**config.mk**
```make
export PLATFORM = sky130hd
export DESIGN_NAME = burst_dma_chan
export DESIGN_NICKNAME = d
export VERILOG_FILES = /design/src/rtl/bdc_pkg.sv /design/src/rtl/bdc_regs.sv /design/src/rtl/bdc_seq.sv /design/src/rtl/burst_dma_chan.sv
export SDC_FILE = /design/constraint.sdc
export NUM_CORES = 1
export LEC_CHECK = 0
export BUFFER_PORTS_ARGS = -buffer_cell sky130_fd_sc_hd__buf_2
export CORE_AREA = 3 3 459 461
export DETAILED_ROUTE_END_ITERATION = 8
export DIE_AREA = 0 0 462 464
export HOLD_SLACK_MARGIN = 0.08
export MAX_ROUTING_LAYER = met4
export PLACE_DENSITY_LB_ADDON = 0.3
export REMOVE_ABC_BUFFERS = 1
export SLEW_MARGIN = 20
export SYNTH_ARGS = -nofsm -noshare
export SYNTH_HDL_FRONTEND = slang
export SYNTH_SLANG_ARGS = --single-unit
```
**constraint.sdc**
```tcl
create_clock -name clk -period 4.3 [get_ports clk]
set_clock_uncertainty 0.15 [all_clocks]
set_input_delay 0.645 -clock clk [delete_from_list [all_inputs] [get_ports clk]]
set_output_delay 0.645 -clock clk [all_outputs]
set_load 0.05 [all_outputs]
```
**src/rtl/bdc_pkg.sv**
```systemverilog
package bdc_pkg;
    typedef enum logic [1:0] {ST_IDLE, ST_RUN, ST_BURST} bdc_state_e;

    localparam logic [4:0] OFS_SRC  = 5'h00;
    localparam logic [4:0] OFS_DST  = 5'h04;
    localparam logic [4:0] OFS_CNT  = 5'h08;
    localparam logic [4:0] OFS_CTRL = 5'h14;
    localparam logic [4:0] OFS_MASK = 5'h18;
    localparam logic [4:0] OFS_OPR  = 5'h1C;

    localparam int B_EN   = 0;
    localparam int B_END  = 1;
    localparam int B_STOP = 2;
    localparam int B_DIR  = 3;
    localparam int B_IE   = 5;
    localparam int B_TSZ  = 6;
    localparam int B_NUL  = 12;
    localparam int B_NULE = 16;
    localparam int B_FEND = 24;

    localparam int B_MEN  = 0;
    localparam int B_AERR = 1;
    localparam int B_SRST = 2;
endpackage

```
**src/rtl/bdc_regs.sv**
```systemverilog
module bdc_regs
    import bdc_pkg::*;
#(
    parameter int ADDR_W      = 32,
    parameter int CNT_W       = 24,
    parameter int BURST_BYTES = 32
) (
    input  logic                   clk,
    input  logic                   rst_n,
    input  logic                   reg_we,
    input  logic [4:0]             reg_addr,
    input  logic [31:0]            reg_wdata,
    output logic [31:0]            reg_rdata,
    input  logic                   adv,
    input  logic                   end_set,
    input  logic                   stop_set,
    input  logic                   null_set,
    input  logic                   aerr_set,
    output logic [ADDR_W-1:0]      src,
    output logic [ADDR_W-1:0]      dst,
    output logic [CNT_W-1:0]       cnt,
    output logic [BURST_BYTES-1:0] mask,
    output logic                   en,
    output logic                   dir,
    output logic                   ie,
    output logic                   endf,
    output logic                   stopf,
    output logic                   nulf,
    output logic                   nule,
    output logic                   fend,
    output logic                   men,
    output logic                   aerr
);
    localparam logic [ADDR_W-1:0] STEP = ADDR_W'(BURST_BYTES);

    logic [1:0] tsz;
    logic wr_src, wr_dst, wr_cnt, wr_ctrl, wr_mask, wr_opr, srst;

    assign wr_src  = reg_we && (reg_addr == OFS_SRC);
    assign wr_dst  = reg_we && (reg_addr == OFS_DST);
    assign wr_cnt  = reg_we && (reg_addr == OFS_CNT);
    assign wr_ctrl = reg_we && (reg_addr == OFS_CTRL);
    assign wr_mask = reg_we && (reg_addr == OFS_MASK);
    assign wr_opr  = reg_we && (reg_addr == OFS_OPR);
    assign srst    = wr_opr && reg_wdata[B_SRST];

    always_ff @(posedge clk) begin
        if (!rst_n) begin
            src <= '0; dst <= '0; cnt <= '0; mask <= '0;
            en <= 1'b0; dir <= 1'b0; ie <= 1'b0; tsz <= '0;
            endf <= 1'b0; stopf <= 1'b0; nulf <= 1'b0; nule <= 1'b0;
            fend <= 1'b0; men <= 1'b0; aerr <= 1'b0;
        end else if (srst) begin
            src <= '0; dst <= '0; cnt <= '0; mask <= '0;
            en <= 1'b0; dir <= 1'b0; ie <= 1'b0; tsz <= '0;
            endf <= 1'b0; stopf <= 1'b0; nulf <= 1'b0; nule <= 1'b0;
            fend <= 1'b0; aerr <= 1'b0;
            men <= reg_wdata[B_MEN];
        end else begin
            if (adv && !dir)  src <= src + STEP;
            else if (wr_src)  src <= reg_wdata[ADDR_W-1:0];
            if (adv && dir)   dst <= dst + STEP;
            else if (wr_dst)  dst <= reg_wdata[ADDR_W-1:0];
            if (adv)          cnt <= cnt - CNT_W'(1);
            else if (wr_cnt)  cnt <= reg_wdata[CNT_W-1:0];
            if (wr_mask)      mask <= reg_wdata[BURST_BYTES-1:0];
            if (end_set)      fend <= 1'b0;
            else if (wr_ctrl && nulf && !reg_wdata[B_NUL] && reg_wdata[B_FEND])
                              fend <= 1'b1;
            endf  <= (wr_ctrl ? (endf  & reg_wdata[B_END])  : endf)  | end_set;
            stopf <= (wr_ctrl ? (stopf & reg_wdata[B_STOP]) : stopf) | stop_set;
            nulf  <= (wr_ctrl ? (nulf  & reg_wdata[B_NUL])  : nulf)  | null_set;
            if (wr_ctrl) begin
                en   <= reg_wdata[B_EN];
                dir  <= reg_wdata[B_DIR];
                ie   <= reg_wdata[B_IE];
                tsz  <= reg_wdata[B_TSZ+1:B_TSZ];
                nule <= reg_wdata[B_NULE];
            end
            if (wr_opr) men <= reg_wdata[B_MEN];
            aerr <= (wr_opr ? (aerr & reg_wdata[B_AERR]) : aerr) | aerr_set;
        end
    end

    always_comb begin
        reg_rdata = '0;
        unique case (reg_addr)
            OFS_SRC:  reg_rdata = 32'(src);
            OFS_DST:  reg_rdata = 32'(dst);
            OFS_CNT:  reg_rdata = 32'(cnt);
            OFS_MASK: reg_rdata = 32'(mask);
            OFS_CTRL: begin
                reg_rdata[B_EN]   = en;
                reg_rdata[B_END]  = endf;
                reg_rdata[B_STOP] = stopf;
                reg_rdata[B_DIR]  = dir;
                reg_rdata[B_IE]   = ie;
                reg_rdata[B_TSZ+1:B_TSZ] = tsz;
                reg_rdata[B_NUL]  = nulf;
                reg_rdata[B_NULE] = nule;
                reg_rdata[B_FEND] = fend;
            end
            OFS_OPR: begin
                reg_rdata[B_MEN]  = men;
                reg_rdata[B_AERR] = aerr;
            end
            default: reg_rdata = '0;
        endcase
    end

    AST_CNT_STEP: assert property (@(posedge clk) disable iff (!rst_n)
        (adv && !srst) |=> (cnt == $past(cnt) - CNT_W'(1)))
        else $error("count did not step");
    AST_FIXED_SIDE: assert property (@(posedge clk) disable iff (!rst_n)
        (adv && dir && !wr_src && !srst) |=> (src == $past(src)))
        else $error("fixed side moved");
endmodule

```
**src/rtl/bdc_seq.sv**
```systemverilog
module bdc_seq
    import bdc_pkg::*;
(
    input  logic clk,
    input  logic rst_n,
    input  logic en,
    input  logic endf,
    input  logic stopf,
    input  logic men,
    input  logic aerr,
    input  logic nulf,
    input  logic nule,
    input  logic fend,
    input  logic cnt_zero,
    input  logic misaligned,
    input  logic fifo_rdy,
    input  logic fifo_null,
    input  logic fifo_stop,
    input  logic mem_gnt,
    output logic mem_req,
    output logic adv,
    output logic end_set,
    output logic stop_set,
    output logic null_set,
    output logic aerr_set
);
    bdc_state_e state, state_nx;
    logic start_ok;

    assign start_ok = en && !endf && !stopf && men && !aerr;

    always_ff @(posedge clk) begin
        if (!rst_n) state <= ST_IDLE;
        else        state <= state_nx;
    end

    always_comb begin
        state_nx = state;
        adv      = 1'b0;
        end_set  = 1'b0;
        stop_set = 1'b0;
        aerr_set = 1'b0;
        unique case (state)
            ST_IDLE: if (start_ok) begin
                if (misaligned) aerr_set = 1'b1;
                else            state_nx = ST_RUN;
            end
            ST_RUN: begin
                if (!en) state_nx = ST_IDLE;
                else if (fifo_stop) begin
                    stop_set = 1'b1;
                    state_nx = ST_IDLE;
                end else if (fend || cnt_zero) begin
                    end_set  = 1'b1;
                    state_nx = ST_IDLE;
                end else if (!nulf && fifo_rdy) state_nx = ST_BURST;
            end
            ST_BURST: if (mem_gnt) begin
                adv      = 1'b1;
                state_nx = ST_RUN;
            end
            default: state_nx = ST_IDLE;
        endcase
    end

    assign mem_req  = (state == ST_BURST);
    assign null_set = (state != ST_IDLE) && nule && fifo_null;

    AST_REQ_HOLD: assert property (@(posedge clk) disable iff (!rst_n)
        (mem_req && !mem_gnt) |=> mem_req) else $error("request dropped");
    AST_NULL_STALL: assert property (@(posedge clk) disable iff (!rst_n)
        (state == ST_RUN && nulf) |=> !mem_req) else $error("burst during null");
    AST_AERR_HOLD: assert property (@(posedge clk) disable iff (!rst_n)
        (state == ST_IDLE && aerr) |=> (state == ST_IDLE)) else $error("start with error");
    AST_END_CAUSE: assert property (@(posedge clk) disable iff (!rst_n)
        end_set |-> (cnt_zero || fend)) else $error("end without cause");
    AST_HALT_NO_END: assert property (@(posedge clk) disable iff (!rst_n)
        (state == ST_RUN && !en) |-> !end_set) else $error("halt set end");
endmodule

```
**src/rtl/burst_dma_chan.sv**
```systemverilog
module burst_dma_chan
    import bdc_pkg::*;
#(
    parameter int BURST_BYTES = 32,
    parameter int ADDR_W      = 32,
    parameter int CNT_W       = 24,
    localparam int DATA_W     = 8 * BURST_BYTES,
    localparam int OFS_W      = $clog2(BURST_BYTES)
) (
    input  logic                   clk,
    input  logic                   rst_n,
    input  logic                   reg_we,
    input  logic [4:0]             reg_addr,
    input  logic [31:0]            reg_wdata,
    output logic [31:0]            reg_rdata,
    output logic                   mem_req,
    input  logic                   mem_gnt,
    output logic                   mem_we,
    output logic [ADDR_W-1:0]      mem_addr,
    output logic [BURST_BYTES-1:0] mem_be,
    output logic [DATA_W-1:0]      mem_wdata,
    input  logic [DATA_W-1:0]      mem_rdata,
    input  logic                   fifo_rdy,
    input  logic                   fifo_null,
    input  logic                   fifo_stop,
    input  logic [DATA_W-1:0]      fifo_rdata,
    output logic                   fifo_pop,
    output logic [DATA_W-1:0]      fifo_wdata,
    output logic                   fifo_push,
    output logic                   irq
);
    logic [ADDR_W-1:0]      src, dst;
    logic [CNT_W-1:0]       cnt;
    logic [BURST_BYTES-1:0] mask;
    logic en, dir, ie, endf, stopf, nulf, nule, fend, men, aerr;
    logic adv, end_set, stop_set, null_set, aerr_set;
    logic last_burst;

    bdc_regs #(.ADDR_W(ADDR_W), .CNT_W(CNT_W), .BURST_BYTES(BURST_BYTES)) u_regs (
        .clk(clk), .rst_n(rst_n), .reg_we(reg_we), .reg_addr(reg_addr),
        .reg_wdata(reg_wdata), .reg_rdata(reg_rdata), .adv(adv),
        .end_set(end_set), .stop_set(stop_set), .null_set(null_set),
        .aerr_set(aerr_set), .src(src), .dst(dst), .cnt(cnt), .mask(mask),
        .en(en), .dir(dir), .ie(ie), .endf(endf), .stopf(stopf), .nulf(nulf),
        .nule(nule), .fend(fend), .men(men), .aerr(aerr)
    );

    bdc_seq u_seq (
        .clk(clk), .rst_n(rst_n), .en(en), .endf(endf), .stopf(stopf),
        .men(men), .aerr(aerr), .nulf(nulf), .nule(nule), .fend(fend),
        .cnt_zero(cnt == '0), .misaligned(|mem_addr[OFS_W-1:0]),
        .fifo_rdy(fifo_rdy), .fifo_null(fifo_null), .fifo_stop(fifo_stop),
        .mem_gnt(mem_gnt), .mem_req(mem_req), .adv(adv), .end_set(end_set),
        .stop_set(stop_set), .null_set(null_set), .aerr_set(aerr_set)
    );

    assign mem_addr   = dir ? dst : src;
    assign mem_we     = dir;
    assign last_burst = (cnt == CNT_W'(1));

    for (genvar g = 0; g < BURST_BYTES; g++) begin : g_be
        assign mem_be[g] = last_burst ? mask[BURST_BYTES-1-g] : 1'b1;
    end

    assign mem_wdata  = fifo_rdata;
    assign fifo_wdata = mem_rdata;
    assign fifo_pop   = mem_req && mem_gnt && dir;
    assign fifo_push  = mem_req && mem_gnt && !dir;
    assign irq        = ie && (endf || stopf);

    AST_BE_FULL: assert property (@(posedge clk) disable iff (!rst_n)
        (mem_req && cnt > CNT_W'(1)) |-> (&mem_be)) else $error("partial be early");
    AST_ONE_SIDE: assert property (@(posedge clk) disable iff (!rst_n)
        !(fifo_pop && fifo_push)) else $error("both sides strobed");
endmodule

```
# Word-level counts from Yosys, hierarchy flattened
# Index checks and enable logic that the tools add are counted.
# word_totals
rom_bits,0
ff_bits,134
memories,0
latch_bits,0
in_bits,556
ram_bits,0
# op_classes
reduce_logical,43
mul,0
order_cmp,0
eq_ne,12
n_mux,76
addsub,3
n_bitwise,9
n_shift,0
div_mod_pow,0
# ops
op,count
32-bit two-way mux,5
"32-bit by 6-bit adder with 32-bit output, second input constant",2
1-bit two-way mux,50
24-bit two-way mux,2
7-bit case mux with 4 select lines,1
"24-bit by 1-bit == test with 1-bit output, second input constant",1
24-bit zero test,1
"24-bit by 1-bit subtractor with 24-bit output, second input constant",1
1-bit logical AND,23
7-bit case mux with 3 select lines,1
4-bit case mux with 4 select lines,1
"5-bit == test, second input constant",3
3-bit case mux with 5 select lines,1
2-bit two-way mux,7
2-bit case mux with 6 select lines,1
3-bit case mux with 4 select lines,1
1-bit case mux with 5 select lines,2
2-bit case mux with 5 select lines,1
2-bit nonzero test,5
1-bit case mux with 4 select lines,2
1-bit zero test,6
2-bit case mux with 3 select lines,1
"5-bit by 3-bit == test with 1-bit output, second input constant",1
"5-bit by 4-bit == test with 1-bit output, second input constant",1
15 further kinds,23

# Depth between registers and ports, before layout
# Gate-level depths: netlist (run 1).
# logic_depth
word_depth,8
depth_mapped,9
ltp_nobuf,7

# Modules after synthesis
# From an unflattened synthesis (run 1), not the netlist that was laid out.
# unflattened
cells_unflattened,1562
hier_area_um2,11947.7
# by_module_without_submodules
mod,cells_each,n_inst,area_each_um2,seq_area_each_um2
bdc_regs,928,1,7044.3,2642.5
burst_dma_chan,607,1,4702.0,0.0
bdc_seq,27,1,201.4,40.0

# Worst setup path after synthesis (run 1)
# No wires, ideal clock.
# synth_timing
path_kind,input-to-output
from,input reg_addr[2]
to,output reg_rdata[0]
slack_ns,-0.413
path_buffers,2
arrival_ns,3.918
required_time_ns,3.505
stages,5
cell_sequence,clkbuf_1 -> and2_1 -> clkbuf_1 -> a211oi_1 -> a2111oi_0
# synth_between
elab_chain_cells,2
# synth_rtl
element,line_no,rtl
start: declaration,burst_dma_chan.sv:13,"input logic [4:0] reg_addr,"
5-bit == test (tied with other cells),bdc_regs.sv:87,unique case (reg_addr)
2-bit case mux with 6 select lines *,bdc_regs.sv:87,
end: declaration,burst_dma_chan.sv:15,"output logic [31:0] reg_rdata,"
# Mark *: on every way between the ends. The rest lies on a longest branch, timed or not.

# Worst setup path after layout (run 1)
# layout_timing
from,register u_regs.cnt[17]
to,output mem_be[12]
# layout_between
elab_chain_cells,2
# layout_rtl
element,line_no,rtl
start: declaration,bdc_regs.sv:21,"output logic [CNT_W-1:0] cnt,"
start signal: assignment,bdc_regs.sv:64,if (adv) cnt <= cnt - CNT_W'(1);
start signal: assignment,bdc_regs.sv:65,else if (wr_cnt) cnt <= reg_wdata[CNT_W-1:0];
24-bit by 1-bit == test with 1-bit output,burst_dma_chan.sv:59,assign last_burst = (cnt == CNT_W'(1));
1-bit two-way mux,burst_dma_chan.sv:62,assign mem_be[g] = last_burst ? mask[BURST_BYTES-1-g] : 1'b1;
end: declaration,burst_dma_chan.sv:20,"output logic [BURST_BYTES-1:0] mem_be,"
# Every way passes these cells.

==> results.cfg, run 1 <==
[layout]
syn_to_final_growth_pct = 9.21
drive_gt1_share_pct = 23.4
final_util_pct = 6.19
n_fill_cell = 24500
multi_input_area_um2 = 4890
nNetsFinal = 1716
layout_commonest_cell = nand2_1
final_cell_mix = nand2_1, buf_2, dfxtp_1, a21oi_1, nor2_1
final_cell_area_um2 = 12800
regArea_um2 = 2680

[worst_setup_path]
critical-path-slowest-cell = or4_1
worst_setup_path_start_kind = flip-flop
reg2reg_to = u_regs.fend
reg2reg_depth = 5
reg2reg_from = u_regs.cnt[17]
cp-end-kind = output pin
cp.arrival_ns = 3.28
crit_buf_inv = 2
cp_top_family = simple AND/OR/NAND/NOR gates
slowest_delay_ns = 0.64
path_max_fanout = 20
worstPathRequired_ns = 3.50
setup.worst_path.class = reg2out
worst-r2r-setup-slack_ns = 1.25
worstPathCellList = or4_1 -> or3_1 -> nor4_4 -> buf_4 -> nand2b_1 -> buf_2

[grt]
antenna_found_initial = 24
grt_pass1_wl_um = 353000
grt_pass1_vias = 10100
grt_max_degree = 43
grt-ovfl-total = 0
groute.usage.overall_pct = 30.5

[power]
p_sw_uw = 879
worst_ir_drop_vdd_uv = 172
combinationalPowerShare_pct = 7.4
p_int_mw = 2.33
sw_frac_of_total_pct = 27.4
p_per_area_nw_per_um2 = 250
clock_power_share_pct = 52.9
leakagePower_nw = 3.74
p_seq_share_pct = 39.7

[detailed_routing]
dr.pass1.iters = 6
wirelength_um = 328000
drc = 0
vias_per_cell = 2.85
drt-wirelength-per-cell_um = 84.5
antenna_left = 0
vias = 11000
drtIter0Drc = 1013

[clock_network]
cts-resized-gates = 0
htree_levels = 4
worstSkewPairLatency_ns = 0.50
cts_buffer_depth = 2
clkSlewWorstSetupHoldPaths_ns = 0.07
numClockSinks = 134
holdBufCountCts = 0
post_cts.repair.setup_buffers = 0
cts_tree = done
cts_root_buffer = clkbuf_16
cts_buffers = 17

[timing]
maxSlewHeadroom_pct = 29.1
post-route-period-util_pct = 94.7
slew_viol_final = 0
rsz0062_at_grt = no
fmax_mhz = 246
post-route-min-period_ns = 4.07
hold_viol = 0
setup_violations = 0
fin_setup_tns_ns = 0
setup_ws_ns = 0.230
tightest_slew_ns = 1.05

[run]
max-cap-violations = 0

[hold_path]
hold_path_end = u_seq.state[0]
hold_path.class = in2reg
hold_path_depth = 2
worstHoldStart = rst_n

[placement]
gp_congestion = 1.11
io_buffers = 144
dp_hpwl_um = 314000
pre_cts_slack_ns = 0.632
dpl_cell_area_um2 = 12100

[logic_synthesis]
yosysWarnings = 0
synth_cell_types = 69
ys_seq_area_share_pct = 22.9
avgSynthCellArea_um2 = 7.60
synthCells = 1542
netlist_area_um2 = 11700
synth_ff_type = dfxtp_1
synth-seq-cells = 134
synth_enable_flop_cells = 0
async_flop_share_pct = 0

[floorplanning]
start_util_pct = 5.67
die_x_um = 462
pin_count = 1169
coreArea_um2 = 207000
die_h_um = 464
num_rows = 167
design.die.area_um2 = 214000

[outcome]
status = completed
==> power groups by stage <==
stage                     clock, mW  combinational [mW]  sequential, mW
after floorplan                   0              0.0964            1.29
after global placement            0               0.239            1.30
after detailed placement          0               0.239            1.30
after CTS                      1.74               0.239            1.27
after global routing           1.78               0.250            1.27
final                          1.69               0.238            1.27
==> through the flow <==
| stage | hold WS, ns | instances | total power, mW |
|---|---|---|---|
| global placement | 0.295 | 3841 | 1.54 |
| global route | 0.266 | 3876 | 3.30 |
| floorplan | 0.287 | 951 | 1.39 |
| finish | 0.260 | 3879 | 3.20 |
| CTS | 0.227 | 3873 | 3.25 |
| detailed placement | 0.301 | 3841 | 1.54 |
==> logic make-up after synthesis <==
kind of cell	count (synthesis)	share of synthesized area (%)
buf+inv	600	35.8
simple gates	437	18.6
compound gates	318	17.7
flops	134	22.9
mux	45	4.26
xor+xnor	4	0.299
fa+ha+maj	4	0.427
==> synthesized netlist by cell type (7+ instances only) <==
cell,number,area share [%]
nand3_1,30,1.3
nor4_1,13,0.69
and2_1,10,0.53
nand2_1,176,5.6
or3_1,9,0.48
and3_1,19,1.0
o311ai_0,9,0.67
a31oi_1,15,0.80
and4_1,8,0.60
buf_4,512,33
or4_1,7,0.45
nor3_1,28,1.2
inv_1,9,0.29
buf_2,13,0.56
a222oi_1,7,0.60
mux2_2,39,3.7
nor2_1,59,1.9
o21ai_0,51,2.2
nand4_1,10,0.53
a22oi_1,53,3.4
dfxtp_1,134,23
clkbuf_1,59,1.9
nand2b_1,35,1.9
a311oi_1,17,1.3
a211oi_1,28,1.8
a21oi_1,97,4.1
==> metal layers <==
| layer | global-route usage, % | wire [um] | share of wire, % | vias to the layer above |
|---|---|---|---|---|
| met4 | 16.5 | 22700 | 6.9 | 0 |
| met5 | - | 0 | 0 | - |
| met2 | 57.8 | 180000 | 55 | 1729 |
| li1 | - | - | - | 4116 |
| met1 | 8.06 | 31200 | 9.5 | 4985 |
| met3 | 39.8 | 93900 | 29 | 209 |
==> flip-flops by register name, indices dropped and copies added (netlist names), 2 cells and up <==
name         count
u_regs.tsz       2
u_seq.state      2
u_regs.src      32
u_regs.dst      32
u_regs.cnt      24
u_regs.mask     32
==> worst max-delay path by stage <==
stage                   start             to  slack, ns  cells past startpoint
6_report       u_regs.cnt[17]     mem_be[12]       0.23                      6
5_1_grt        u_regs.cnt[17]     mem_be[12]       0.08                      6
4_1_cts        u_regs.cnt[17]     mem_be[12]       0.16                      6
3_5_place_dp      reg_addr[3]  reg_rdata[13]       0.63                      7
3_3_place_gp      reg_addr[3]  reg_rdata[13]       0.62                      7
2_1_floorplan     reg_addr[2]   reg_rdata[0]       0.04                      3
==> cell type report <==
cell class,count,share of cell area [%]
timing repair buffer,186,9.01
tap,2704,26.4
antenna,6,0.117
clock inverter,11,1.33
sequential,134,21.0
multi-input combinational,808,38.2
clock buffer,21,3.68
inverter,9,0.264
No activity file was read; power rests on OpenSTA's default activity.
==> run 2: changes to the inputs <==
ABC_CLOCK_PERIOD_IN_PS = 4300   (was default)
BUFFER_PORTS_ARGS = default   (was -buffer_cell sky130_fd_sc_hd__buf_2)
CORE_AREA = 3 3 453 455   (was 3 3 459 461)
DIE_AREA = 0 0 456 458   (was 0 0 462 464)
DONT_BUFFER_PORTS = 1   (was default)
==> results.cfg, run 2 (synthesis results as in run 1) <==
[grt]
grt_pass1_vias = 9331
groute.usage.overall_pct = 30.3
antenna_found_initial = 10
grt_max_degree = 42
grt-ovfl-total = 0
grt_pass1_wl_um = 343000

[power]
p_int_mw = 2.43
combinationalPowerShare_pct = 5.0
leakagePower_nw = 3.28
p_per_area_nw_per_um2 = 264
sw_frac_of_total_pct = 25.2
clock_power_share_pct = 55.9
p_sw_uw = 819
worst_ir_drop_vdd_uv = 283
p_seq_share_pct = 39.1

[clock_network]
clkSlewWorstSetupHoldPaths_ns = 0.07
holdBufCountCts = 0
cts_tree = done
cts_buffers = 17
numClockSinks = 134
htree_levels = 4
cts-resized-gates = 0
worstSkewPairLatency_ns = 0.46
cts_root_buffer = clkbuf_16
cts_buffer_depth = 2
post_cts.repair.setup_buffers = 0

[worst_setup_path]
cp-end-kind = output pin
setup.worst_path.class = reg2out
reg2reg_depth = 5
worstPathRequired_ns = 3.50
path_max_fanout = 16
cp.arrival_ns = 2.90
worst_setup_path_start_kind = flip-flop

[placement]
dpl_cell_area_um2 = 11600
gp_congestion = 1.15
dp_hpwl_um = 306000
io_buffers = 0

[layout]
final_cell_mix = nand2_1, dfxtp_1, a21oi_1, buf_4, nor2_1
syn_to_final_growth_pct = 5.05
final_cell_area_um2 = 12300
nNetsFinal = 1598
drive_gt1_share_pct = 14.9
layout_commonest_cell = nand2_1
reg.largest.list = u_regs.dst: 32 flops, u_regs.mask: 32 flops, u_regs.src: 32 flops

[timing]
tightest_slew_ns = 0.939
fmax_mhz = 271
hold_viol = 0
setup_violations = 0
slew_viol_final = 0
post-route-period-util_pct = 85.8
post-route-min-period_ns = 3.69
rsz0062_at_grt = no
maxSlewHeadroom_pct = 37.4
fin_setup_tns_ns = 0

[run]
max-cap-violations = 0

[outcome]
status = completed

[hold_path]
hold_path_depth = 2
hold_path.class = in2reg

[detailed_routing]
antenna_left = 0
dr.pass1.iters = 5
wirelength_um = 319000
drc = 0
vias = 10700
vias_per_cell = 2.87
drt-wirelength-per-cell_um = 85.5
drtIter0Drc = 1102

[floorplanning]
design.die.area_um2 = 209000
num_rows = 165
die_h_um = 458
die_x_um = 456
start_util_pct = 5.81
coreArea_um2 = 202000
pin_count = 1169
## run 2: changes by cell type in the layout (fill, tap and decap cells not counted), sizes merged
cell and delta:
bufinv +2, buf -118, clkinv -3, clkinvlp +1
## run 2: worst paths after layout
path	start	slack, ns	endpoint
worst max-delay path	u_regs.cnt[2]	0.61	mem_be[18]
worst min-delay path	reg_wdata[26]	0.17	u_regs.mask[26]
worst max register to register	u_regs.cnt[17]	1.52	u_regs.fend
worst min register to register	u_regs.tsz[0]	0.32	u_regs.tsz[0]
## run 2: worst max-delay path, cell delays in order, from the launching register on
cell	delay, ns
dfxtp_1	0.39
or4_4	0.59
or2_1	0.35
nor4_4	0.33
buf_4	0.35
nand2b_1	0.39
## run 2: routing by layer
metal  track usage, %  vias up  wire length, um
li1                 -     3863                -
met1             6.68     4864            26000
met2             59.5     1792           180000
met3             40.4      192            92600
met4             15.2        0            20000
met5                -        -                0
## run 2: power groups by stage
stage          Combinational [mW]  Sequential, mW  Clock (mW)
2_1_floorplan              0.0964            1.29           0
3_3_place_gp                0.162            1.30           0
3_5_place_dp                0.161            1.30           0
4_1_cts                     0.161            1.27        1.85
5_1_grt                     0.172            1.27        1.89
6_report                    0.162            1.27        1.82
## run 2: area by class of cell
| cell class | count | area, um2 |
|---|---|---|
| inverter | 9 | 33.8 |
| multi-input combinational | 808 | 4910 |
| sequential | 134 | 2680 |
| clock buffer | 21 | 470 |
| timing repair buffer | 68 | 636 |
| antenna | 6 | 15.0 |
| tap | 2672 | 3340 |
| fill | 23700 | 189000 |
| clock inverter | 11 | 219 |
## run 2: stage by stage
| step | setup WS (ns) | instances | total power [mW] | hold WS [ns] | util [%] |
|---|---|---|---|---|---|
| 4_1_cts | 0.530 | 3723 | 3.28 | 0.149 | 6.10 |
| 3_5_place_dp | 0.921 | 3691 | 1.46 | 0.311 | 5.76 |
| 6_report | 0.609 | 3729 | 3.25 | 0.166 | 6.10 |
| 2_1_floorplan | 0.0416 | 951 | 1.39 | 0.287 | - |
| 3_3_place_gp | 0.899 | 3691 | 1.46 | 0.313 | 5.75 |
| 5_1_grt | 0.436 | 3727 | 3.33 | 0.167 | 6.10 |
==> run 3: changes to the inputs <==
ABC_CLOCK_PERIOD_IN_PS = 3750   (was 4300)
clock period = 3.75 ns   (was 4.3 ns; I/O delays follow)
==> results.cfg, run 3 (synthesis results as in run 1) <==
[clock_network]
clkSlewWorstSetupHoldPaths_ns = 0.08
cts_root_buffer = clkbuf_16
htree_levels = 4
cts_tree = done
worstSkewPairLatency_ns = 0.46
cts_buffers = 17
cts_buffer_depth = 2
numClockSinks = 134
cts-resized-gates = 0
post_cts.repair.setup_buffers = 0
holdBufCountCts = 24

[layout]
syn_to_final_growth_pct = 11.1
final_cell_mix = nand2_1, dfxtp_1, a21oi_1, buf_4, nor2_1
multi_input_area_um2 = 4900
reg.largest.list = u_regs.dst: 32 flops, u_regs.mask: 32 flops, u_regs.src: 32 flops
regArea_um2 = 2680
final_cell_area_um2 = 13000
nNetsFinal = 1657
n_fill_cell = 23700
drive_gt1_share_pct = 17.3
layout_commonest_cell = nand2_1

[timing]
hold_ws_ns = 0.0992
rsz0062_at_grt = no
fmax_mhz = 278
tightest_slew_ns = 0.973
post-route-period-util_pct = 96.0
slew_viol_final = 0
setup_violations = 0
maxSlewHeadroom_pct = 35.2
hold_viol = 0
post-route-min-period_ns = 3.60
fin_setup_tns_ns = 0

[run]
max-cap-violations = 0

[detailed_routing]
dr.pass1.iters = 5
drtIter0Drc = 938
drc = 0
wirelength_um = 321000
vias = 10700
vias_per_cell = 2.82
antenna_left = 0
drt-wirelength-per-cell_um = 84.8

[power]
combinationalPowerShare_pct = 6.5
clock_power_share_pct = 52.4
worst_ir_drop_vdd_uv = 248
p_per_area_nw_per_um2 = 272
sw_frac_of_total_pct = 28.9
p_seq_share_pct = 41.1
p_sw_mw = 1.02
p_int_mw = 2.52
leakagePower_nw = 3.57

[grt]
met3_usage_pct = 39.8
antenna_found_initial = 19
grt-ovfl-total = 0
top_usage_layer = met2
grt_max_degree = 48
grt_pass1_vias = 9621
groute.usage.overall_pct = 30.6
gr-usage-met1_pct = 7.30
grt_pass1_wl_um = 347000
grt_use_met2_pct = 60.8

[placement]
io_buffers = 0
dpl_cell_area_um2 = 12200
dp_hpwl_um = 307000
gp_congestion = 1.14

[floorplanning]
design.die.area_um2 = 209000
coreArea_um2 = 202000
num_rows = 165
pin_count = 1169
die_x_um = 456
start_util_pct = 5.81
die_h_um = 458

[worst_setup_path]
setup.worst_path.class = reg2out
crit_buf_inv = 2
worst_setup_path_start_kind = flip-flop
cp_top_family = simple AND/OR/NAND/NOR gates
slowest_delay_ns = 0.63
cp-end-kind = output pin
worstPathCellList = or4_1 -> or3_1 -> nor4_4 -> buf_4 -> nand2b_1 -> buf_4
reg2reg_to = u_regs.src[26]
cp.arrival_ns = 2.89
worst-r2r-setup-slack_ns = 0.95
worstPathRequired_ns = 3.04
reg2reg_depth = 7
cp.depth = 6
critPathCapture = mem_be[10]
reg2reg_from = u_regs.dir
critical-path-slowest-cell = or4_1
crit_path_frequent_cell = buf_4
path_max_fanout = 16
crit_start = u_regs.cnt[17]

[outcome]
status = completed

[hold_path]
hold_path.class = in2reg
[run 3: cell count changes in the layout (fill, tap and decap cells not counted), sizes merged]
cell         before  now
inv              10   19
bufinv            6    2
clkbuf           21   17
dlygate4sd3       0   24
clkinv            3    2
buf              68  103
[run 3: through the flow]
step                power, mW  setup WS, ns  utilization [%]  std cells
finish                   3.55         0.151             6.46       3788
CTS                      3.59         0.104             6.45       3782
floorplan                1.59        -0.383                -        951
global placement         1.69         0.622             6.01       3724
detailed placement       1.69         0.622             6.03       3726
global route             3.64        0.0102             6.46       3788
[run 3: worst min path at each step]
stage / start / to / slack [ns] / cells after the start
floorplan: u_regs.tsz[0] / u_regs.tsz[0] / 0.29 / 2
global placement: u_regs.tsz[1] / u_regs.tsz[1] / 0.30 / 2
detailed placement: u_regs.tsz[1] / u_regs.tsz[1] / 0.31 / 2
CTS: reg_wdata[1] / u_regs.dst[1] / 0.08 / 2
global route: reg_wdata[14] / u_regs.mask[14] / 0.09 / 2
finish: reg_wdata[19] / u_regs.mask[19] / 0.1 / 2
[run 3: metal layers]
| metal | up-vias | wire [um] |
|---|---|---|
| met5 | - | 0 |
| met4 | 0 | 17700 |
| met3 | 172 | 91000 |
| met2 | 1605 | 184000 |
| met1 | 4909 | 28500 |
| li1 | 3993 | - |
[run 3: cell type report]
class / instances / area share, %
Clock inverter: 15 / 1.40
Multi-Input combinational cell: 808 / 37.6
Antenna cell: 6 / 0.115
Clock buffer: 17 / 3.27
Inverter: 9 / 0.259
Timing Repair Buffer: 127 / 11.1
Tap cell: 2672 / 25.7
Sequential cell: 134 / 20.6
[run 3: worst register-to-register path: stages, from the launching register on]
cell	delay (ns)
dfxtp_2	0.33
buf_4	0.64
nand4bb_1	0.26
inv_1	0.16
buf_4	0.28
nor2_1	0.51
o311ai_0	0.24
a21oi_1	0.17
[run 3: power by group through the flow]
stage | Sequential [mW] | Combinational, mW | Clock [mW]
floorplan | 1.48 | 0.111 | 0
global placement | 1.49 | 0.195 | 0
detailed placement | 1.49 | 0.200 | 0
CTS | 1.46 | 0.232 | 1.90
global route | 1.46 | 0.243 | 1.94
finish | 1.46 | 0.232 | 1.86
